## src/rtl/flr_pkg.sv

```systemverilog
package flr_pkg;

    typedef enum logic [1:0] {
        CH_REST    = 2'd0,
        CH_DRAIN   = 2'd1,
        CH_CONFIRM = 2'd2,
        CH_DONE    = 2'd3
    } ch_state_e;

    typedef struct packed {
        logic done;
        logic block;
    } ch_out_t;

    function automatic int unsigned owner_pf(input int unsigned vf_idx,
                                             input int unsigned per_pf);
        return vf_idx / per_pf;
    endfunction

endpackage

```

## src/rtl/flr_channel.sv

```systemverilog
module flr_channel
    import flr_pkg::*;
#(
    parameter int unsigned CNT_W = 8
) (
    input  logic             clk,
    input  logic             rst,
    input  logic             active_i,
    input  logic [CNT_W-1:0] pending_i,
    input  logic             group_ok_i,
    output ch_out_t          out_o
);

    ch_state_e state_q, state_d;
    logic      idle_cnt;

    assign idle_cnt = (pending_i == '0);

    always_comb begin
        state_d = state_q;
        unique case (state_q)
            CH_REST: begin
                if (active_i) state_d = CH_DRAIN;
            end
            CH_DRAIN: begin
                if (!active_i)     state_d = CH_REST;
                else if (idle_cnt) state_d = CH_CONFIRM;
            end
            CH_CONFIRM: begin
                if (!active_i)       state_d = CH_REST;
                else if (!idle_cnt)  state_d = CH_DRAIN;
                else if (group_ok_i) state_d = CH_DONE;
            end
            CH_DONE: begin
                if (!active_i) state_d = CH_REST;
            end
            default: state_d = CH_REST;
        endcase
    end

    always_ff @(posedge clk) begin
        if (rst) state_q <= CH_REST;
        else     state_q <= state_d;
    end

    assign out_o.done  = (state_q == CH_DONE);
    assign out_o.block = (state_q != CH_REST);


    done_needs_idle_chk: assert property (@(posedge clk) disable iff (rst)
        $rose(out_o.done) |-> $past(idle_cnt));


    done_hold_chk: assert property (@(posedge clk) disable iff (rst)
        (out_o.done && active_i) |=> out_o.done);


    done_release_chk: assert property (@(posedge clk) disable iff (rst)
        (out_o.done && !active_i) |=> (!out_o.done && !out_o.block));


    abort_no_done_chk: assert property (@(posedge clk) disable iff (rst)
        (!active_i && !out_o.done) |=> !out_o.done);


    block_start_chk: assert property (@(posedge clk) disable iff (rst)
        (active_i && !out_o.block) |=> out_o.block);

endmodule

```

## src/rtl/flr_group_map.sv

```systemverilog
module flr_group_map
    import flr_pkg::*;
#(
    parameter int unsigned NUM_PF    = 4,
    parameter int unsigned NUM_VF    = 64,
    parameter int unsigned VF_PER_PF = 16
) (
    input  logic [NUM_PF-1:0] pf_active_i,
    input  logic [NUM_VF-1:0] vf_active_i,
    input  logic [NUM_VF-1:0] vf_done_i,
    output logic [NUM_VF-1:0] vf_eff_active_o,
    output logic [NUM_PF-1:0] pf_group_ok_o
);

    localparam int unsigned MAPPED_VF = NUM_PF * VF_PER_PF;

    for (genvar v = 0; v < NUM_VF; v++) begin : g_vf
        if (v < MAPPED_VF) begin : g_owned
            assign vf_eff_active_o[v] = vf_active_i[v] | pf_active_i[owner_pf(v, VF_PER_PF)];
        end else begin : g_free
            assign vf_eff_active_o[v] = vf_active_i[v];
        end
    end

    for (genvar p = 0; p < NUM_PF; p++) begin : g_pf
        if ((p + 1) * VF_PER_PF <= NUM_VF) begin : g_full
            assign pf_group_ok_o[p] = &vf_done_i[p*VF_PER_PF +: VF_PER_PF];
        end else begin : g_none
            assign pf_group_ok_o[p] = 1'b1;
        end
    end

endmodule

```

## src/rtl/flr_responder.sv

```systemverilog
module flr_responder
    import flr_pkg::*;
#(
    parameter int unsigned NUM_PF    = 4,
    parameter int unsigned NUM_VF    = 64,
    parameter int unsigned VF_PER_PF = 16,
    parameter int unsigned CNT_W     = 8
) (
    input  logic                    clk,
    input  logic                    rst,
    input  logic [NUM_PF-1:0]       pf_active_i,
    input  logic [NUM_VF-1:0]       vf_active_i,
    input  logic [NUM_PF*CNT_W-1:0] pf_pending_i,
    input  logic [NUM_VF*CNT_W-1:0] vf_pending_i,
    output logic [NUM_PF-1:0]       pf_done_o,
    output logic [NUM_VF-1:0]       vf_done_o,
    output logic [NUM_PF-1:0]       pf_block_o,
    output logic [NUM_VF-1:0]       vf_block_o
);

    logic [NUM_VF-1:0] vf_eff_active;
    logic [NUM_PF-1:0] pf_group_ok;
    ch_out_t           pf_out [NUM_PF];
    ch_out_t           vf_out [NUM_VF];

    flr_group_map #(
        .NUM_PF    (NUM_PF),
        .NUM_VF    (NUM_VF),
        .VF_PER_PF (VF_PER_PF)
    ) u_map (
        .pf_active_i     (pf_active_i),
        .vf_active_i     (vf_active_i),
        .vf_done_i       (vf_done_o),
        .vf_eff_active_o (vf_eff_active),
        .pf_group_ok_o   (pf_group_ok)
    );

    for (genvar v = 0; v < NUM_VF; v++) begin : g_vf_ch
        flr_channel #(.CNT_W(CNT_W)) u_ch (
            .clk        (clk),
            .rst        (rst),
            .active_i   (vf_eff_active[v]),
            .pending_i  (vf_pending_i[v*CNT_W +: CNT_W]),
            .group_ok_i (1'b1),
            .out_o      (vf_out[v])
        );
        assign vf_done_o[v]  = vf_out[v].done;
        assign vf_block_o[v] = vf_out[v].block;
    end

    for (genvar p = 0; p < NUM_PF; p++) begin : g_pf_ch
        flr_channel #(.CNT_W(CNT_W)) u_ch (
            .clk        (clk),
            .rst        (rst),
            .active_i   (pf_active_i[p]),
            .pending_i  (pf_pending_i[p*CNT_W +: CNT_W]),
            .group_ok_i (pf_group_ok[p]),
            .out_o      (pf_out[p])
        );
        assign pf_done_o[p]  = pf_out[p].done;
        assign pf_block_o[p] = pf_out[p].block;

        if ((p + 1) * VF_PER_PF <= NUM_VF) begin : g_grp_chk

            pf_after_group_chk: assert property (@(posedge clk) disable iff (rst)
                $rose(pf_done_o[p]) |-> $past(&vf_done_o[p*VF_PER_PF +: VF_PER_PF]));


            pf_forces_group_chk: assert property (@(posedge clk) disable iff (rst)
                (pf_active_i[p] && pf_block_o[p]) |-> &vf_block_o[p*VF_PER_PF +: VF_PER_PF]);
        end
    end

endmodule

```

## config.mk

```make
export PLATFORM = sky130hd
export DESIGN_NAME = flr_responder
export DESIGN_NICKNAME = d
export VERILOG_FILES = /design/src/rtl/flr_pkg.sv /design/src/rtl/flr_channel.sv /design/src/rtl/flr_group_map.sv /design/src/rtl/flr_responder.sv
export SDC_FILE = /design/constraint.sdc
export NUM_CORES = 1
export LEC_CHECK = 0
export BUFFER_PORTS_ARGS = -buffer_cell sky130_fd_sc_hd__buf_2
export CORE_AREA = 2 2 289 291
export CTS_CLUSTER_DIAMETER = 100
export CTS_CLUSTER_SIZE = 20
export DETAILED_ROUTE_END_ITERATION = 16
export DIE_AREA = 0 0 291 293
export PLACE_DENSITY_LB_ADDON = 0.05
export SLEW_MARGIN = 10
export SYNTH_ARGS = -nofsm -noshare
export SYNTH_HDL_FRONTEND = slang
export SYNTH_SLANG_ARGS = --single-unit
export TNS_END_PERCENT = 30
```

## constraint.sdc

```tcl
create_clock -name clk -period 2.14 [get_ports clk]
set_input_delay 0.107 -clock clk [delete_from_list [all_inputs] [get_ports clk]]
set_output_delay 0.107 -clock clk [all_outputs]
set_load 0.02 [all_outputs]
```

### After elaboration in Yosys (flattened, before gate mapping)

Cells that the tools add are included.

| word-level totals | value |
|---|---|
| bits in registers | 136 |
| bits of input ports | 614 |
| output and inout port bits | 136 |
| word-level logic and storage cells | 1300 |

| operators by class | value |
|---|---|
| eq/ne operators | 412 |
| mux-type cells | 480 |
| bitwise operators | 64 |
| reduce and logical (&&, ||, !) cells | 276 |

Operator list:

| kind | number |
|---|---|
| two-way mux 2 bit | 412 |
| zero test 8 bit | 68 |
| case mux 2 bit (4 select lines) | 68 |
| equality test 2 bit (second input constant) | 136 |
| != test 3 bit (second input constant) | 64 |
| AND reduction 3 bit | 64 |
| != test 2 bit (second input constant) | 72 |
| equality test 2 x 1 -> 1 bit (second input constant) | 68 |
| zero test 2 bit | 68 |
| nonzero test 2 bit | 68 |
| != test 2 x 1 -> 1 bit (second input constant) | 64 |
| OR 1 bit | 64 |
| AND reduction 16 bit | 4 |
| != test 4 x 3 -> 1 bit (second input constant) | 4 |
| AND reduction 4 bit | 4 |
| != test 3 x 2 -> 1 bit (second input constant) | 4 |

### Depth between registers and ports, before layout

| depth | value |
|---|---|
| depth after elaboration | 6 |
| depth in mapped cells | 5 |
| mapped depth without buffers | 4 |

### Modules after synthesis

From an unflattened synthesis, not the netlist that was laid out.

| unflattened totals | value |
|---|---|
| cells, all modules | 1110 |
| area, all modules | 10556.4 µm² |

Modules (own cells, without submodules):

| module | times used | cells an instance | area each (µm²) | seq. area each (µm²) |
|---|---|---|---|---|
| flr_channel (g_pf_ch[0].u_ch ...) | 67 | 15 | 146.4 | 40.0 |
| flr_group_map | 1 | 88 | 595.6 | 0.0 |
| flr_channel (g_vf_ch[1].u_ch) | 1 | 16 | 148.9 | 40.0 |
| flr_responder | 1 | 1 | 3.8 | 0.0 |

### Least setup slack after synthesis

No wires, ideal clock.

| timing path | value |
|---|---|
| path type | input -> register |
| start point | input pf_pending_i[13] |
| end point | register g_pf_ch[1].u_ch.state_q[0] |
| library setup time | 116 ps |
| arrival time | 1031 ps |
| required time | 2024 ps |
| path slack | 993 ps |
| cell stages on the path | 4 |
| path buffers | 0 |
| cell sequence | or4_4 nor2_4 nand3b_1 o211a_1 |

| on the way | value |
|---|---|
| word-level cells in the longest chain between the ends | 4 |
| elaborated cells between the ends (all ways) | 7 |
| those cells by class | eq/ne: 2; mux: 3; reduce/logical: 2 |

Ends and longest elaborated chain:

| element | RTL line | text |
|---|---|---|
| start: declaration | flr_responder.sv:13 | `input logic [NUM_PF*CNT_W-1:0] pf_pending_i,` |
| zero test 8 bit (*) | flr_channel.sv:17 | `assign idle_cnt = (pending_i == '0);` |
| two-way mux 2 bit | flr_channel.sv:31 | `else if (!idle_cnt) state_d = CH_DRAIN;` |
| two-way mux 2 bit | flr_channel.sv:30 | `if (!active_i) state_d = CH_REST;` |
| case mux 2 bit (4 select lines) | flr_channel.sv:21 | `unique case (state_q)` |
| end signal: assignment | flr_channel.sv:43 | `else state_q <= state_d;` |
| end: declaration | flr_channel.sv:14 | `ch_state_e state_q, state_d;` |

Every way passes the cells marked *; elsewhere a longest branch is shown, timed or not.
A chain may end at the register's enable or synchronous reset.

### Worst setup path in the final report

| timing path | value |
|---|---|
| start point | input vf_pending_i[20] |
| end point | register g_vf_ch[2].u_ch.state_q[0] |

| on the way | value |
|---|---|
| word-level cells in the longest chain between the ends | 3 |

Ends and longest elaborated chain:

| element | RTL line | text |
|---|---|---|
| start: declaration | flr_responder.sv:14 | `input logic [NUM_VF*CNT_W-1:0] vf_pending_i,` |
| zero test 8 bit | flr_channel.sv:17 |  |
| != test 3 bit (no line) | - |  |
| AND reduction 3 bit (no line) | - |  |
| end signal: assignment | flr_channel.sv:43 |  |
| end: declaration | flr_channel.sv:14 |  |

No other way between the ends.

==> results.sh <==
export IMPL_status="finished, final reports clean"
export IMPL_clk_pin_slew_ns=0.06
export IMPL_worst_setup_path_type="primary input to flip-flop"
export IMPL_post_route_min_period_ns=2.09
export IMPL_grt_total_usage_pct=10.7
export IMPL_grt_busiest_layer="met2"
export IMPL_synth_top_family_by_area="simple AND/OR/NAND/NOR gates"
export IMPL_route_detailed_drc=0
export IMPL_r2r_end="g_pf_ch[1].u_ch.state_q[0]"
export IMPL_overflow=0
export IMPL_area_growth_pct=124
export IMPL_ys_async_sr_fraction_pct=0
export IMPL_cts_inserted_buffers=17
export IMPL_arrival_ns=2.44
export IMPL_yosysWarnings=0
export IMPL_fin_crit_sh_pct=97.6
export IMPL_clk_path_buf_depth=2
export IMPL_yosysUniqueCellTypes=29
export IMPL_post_cts_setup_buffers=0
export IMPL_firstDrtPassIters=5
export IMPL_synth_main_ff_cell="dfxtp_1"
export IMPL_p_total_w=0.00751
export IMPL_drive_above_1_share_pct=45.1
export IMPL_post_route_util_pct=19.3
export IMPL_clock_latency_ns=0.47
export IMPL_leakage_nw=7.31
export IMPL_start_kind="primary input"
export IMPL_syn_area_um2=7070
export IMPL_whs_path_depth=5
export IMPL_die_y_um=293
export IMPL_finalHoldViolations=0
export IMPL_r2r_start="g_vf_ch[29].u_ch.state_q[1]"
export IMPL_ys_seq_area_share_pct=38.5
export IMPL_met1_usage_pct=10.4
export IMPL_final_cell_mix="buf_2 (749), dlygate4sd3_1 (287), dfxtp_1 (136)"
export IMPL_drt_initial_drc_count=242
export IMPL_relSlewSlack_pct=55.9
export IMPL_synthAdderAreaFrac_pct=0
export IMPL_synth_edf_count=0
export IMPL_core_um2=81800
export IMPL_clock_sinks=136
export IMPL_tns_ns=0
export IMPL_die_area_um2=85300
export IMPL_avgViaCountPerCell=3.54
export IMPL_worstHoldEndpoint="g_vf_ch[27].u_ch.state_q[0]"
export IMPL_hold_start="vf_pending_i[218]"
export IMPL_num_rows=105
export IMPL_vias=10700
export IMPL_met2_usage_pct=20.9
export IMPL_use_met3_pct=3.28
export IMPL_drtAntennaViolNets=0
export IMPL_antenna_found_initial=5
export IMPL_hold_class="primary input to flip-flop"
export IMPL_crit_required_ns=2.49
export IMPL_rsz0062_at_grt="true"
export IMPL_synth_cells=897
export IMPL_max_cap_violations=0
export IMPL_endpoint_kind="flip-flop"
export IMPL_synthXorXnorAreaFrac_pct=0
export IMPL_syn_nets=1511
export IMPL_reg2reg_slack_ns=0.58
export IMPL_routed_wl_um=46800
export IMPL_clock_skew_final_ns=0.0133
export IMPL_p_per_area_nw_per_um2=474
export IMPL_die_w_um=291
export IMPL_setup_viol=0
export IMPL_synth_compound_area_share_pct=14.4
export IMPL_gp_congestion=0.780
export IMPL_synth_mux_area_share_pct=0
export IMPL_worst_pin_slew_ns=0.655
export IMPL_drv_slew=0
export IMPL_portBuffers=749
export IMPL_ir_worst_vdd_uv=545
export IMPL_mostFrequentLayoutCell="buf_2"
export IMPL_postSynthAreaPerCell_um2=7.89
export IMPL_cts_htree_levels=4
export IMPL_grt_pass1_vias=11700
export IMPL_dp_cells=2706
export IMPL_dpl_hpwl_um=38500
export IMPL_critical_path_startpoint="vf_pending_i[20]"
export IMPL_grt_pass1_wl_um=67800
export IMPL_rr_worst_depth=5
export IMPL_routedWlPerCell_um=15.4
export IMPL_path_max_fanout=2
export IMPL_final_nets=2558
export IMPL_cts_tree="built"
export IMPL_io_pins=750
export IMPL_fin_cells=3029
export IMPL_start_util_pct=8.64
export IMPL_synth_simple_area_share_pct=42.8
export IMPL_timing_fmax_mhz=479
export IMPL_ys_ff_latch=136
export IMPL_cts_root_buffer="clkbuf_16"
export IMPL_grt_max_degree=69
## how the worst max path moves through the flow
stage | depth (start not counted) | end | slack (ns)
after CTS | 7 | g_vf_ch[59].u_ch.state_q[1] | 0.04
final | 8 | g_vf_ch[2].u_ch.state_q[0] | 0.05
after global routing | 8 | g_vf_ch[23].u_ch.state_q[0] | -0.03
after global placement | 4 | g_pf_ch[0].u_ch.state_q[0] | 0.54
after detailed placement | 4 | g_pf_ch[0].u_ch.state_q[0] | 0.56
after floorplan | 4 | g_pf_ch[1].u_ch.state_q[0] | 0.99
## logic make-up (layout without fill, tap and decap cells)
logic type	count (synthesis)	after routing
buf+inv	79	1139
flops	136	136
other cells	0	2
compound gates	156	156
simple gates	526	526
## cells in the mapped netlist, types with 4 or more instances
library cell,count,share of area (%)
a21oi_1,67,4.7
a41oi_1,16,2.0
o21ai_0,4,0.28
nor4_1,142,13
nor2_1,49,2.6
and2_1,20,1.8
clkbuf_1,11,0.58
nand2_1,100,5.3
buf_2,4,0.28
o21bai_1,64,6.8
dfxtp_1,136,38
or4_1,6,0.64
inv_1,64,3.4
nand4_1,9,0.80
nor2b_1,4,0.35
or2_2,68,6.0
nor3b_1,64,6.8
nand2b_1,51,4.5
## cell type report
| class | instances | area [µm²] |
|---|---|---|
| flip-flops and latches | 136 | 2720 |
| inverters | 64 | 240 |
| fillers | 9334 | 66000 |
| clock inverters | 13 | 193 |
| diodes | 2 | 5.00 |
| clock buffers | 19 | 433 |
| repair buffers | 1043 | 6700 |
| well taps | 1070 | 1340 |
| multi-input cells | 682 | 4200 |
## flip-flops by register name, indices dropped and copies added (netlist names)
signal and flops:
g_pf_ch.u_ch.state_q 8, g_vf_ch.u_ch.state_q 128
## report_power, final
group	leakage, nW	internal [W]	switching [W]
sequential	1.12	0.00262	0.0000574
combinational	5.90	0.000916	0.000629
clock	0.299	0.00196	0.00133
## critical path, cell delays in order
cell	delay [ns]
dlygate4sd3_1	0.53
buf_2	0.12
nor4_2	0.22
dlygate4sd3_1	0.58
nand2_1	0.08
nor3b_1	0.19
nor2_1	0.05
dlygate4sd3_1	0.55
## repair_timing
action,in CTS,in global routing
hold endpoints to repair,122,0
endpoints found under the setup margin,0,23
hold buffers,292,0
gates resized for setup,0,28
## through the flow
stage / instance area [µm²] / hold WS (ns) / setup slack, ns
floorplan: 7070 / 0.273 / 0.993
global placement: 12200 / 0.385 / 0.540
detailed placement: 12200 / 0.381 / 0.563
CTS: 15700 / 0.000794 / 0.0411
global route: 15800 / 0.0180 / -0.0346
finish: 15800 / 0.0306 / 0.0523
## routing by layer
layer | vias up | part of all wire (%)
met2 | 368 | 55
met4 | 4 | 2.9
li1 | 5340 | -
met1 | 4937 | 37
met5 | - | 0.049
met3 | 64 | 5.8
Note: power is estimated with default switching activity, not from simulation.
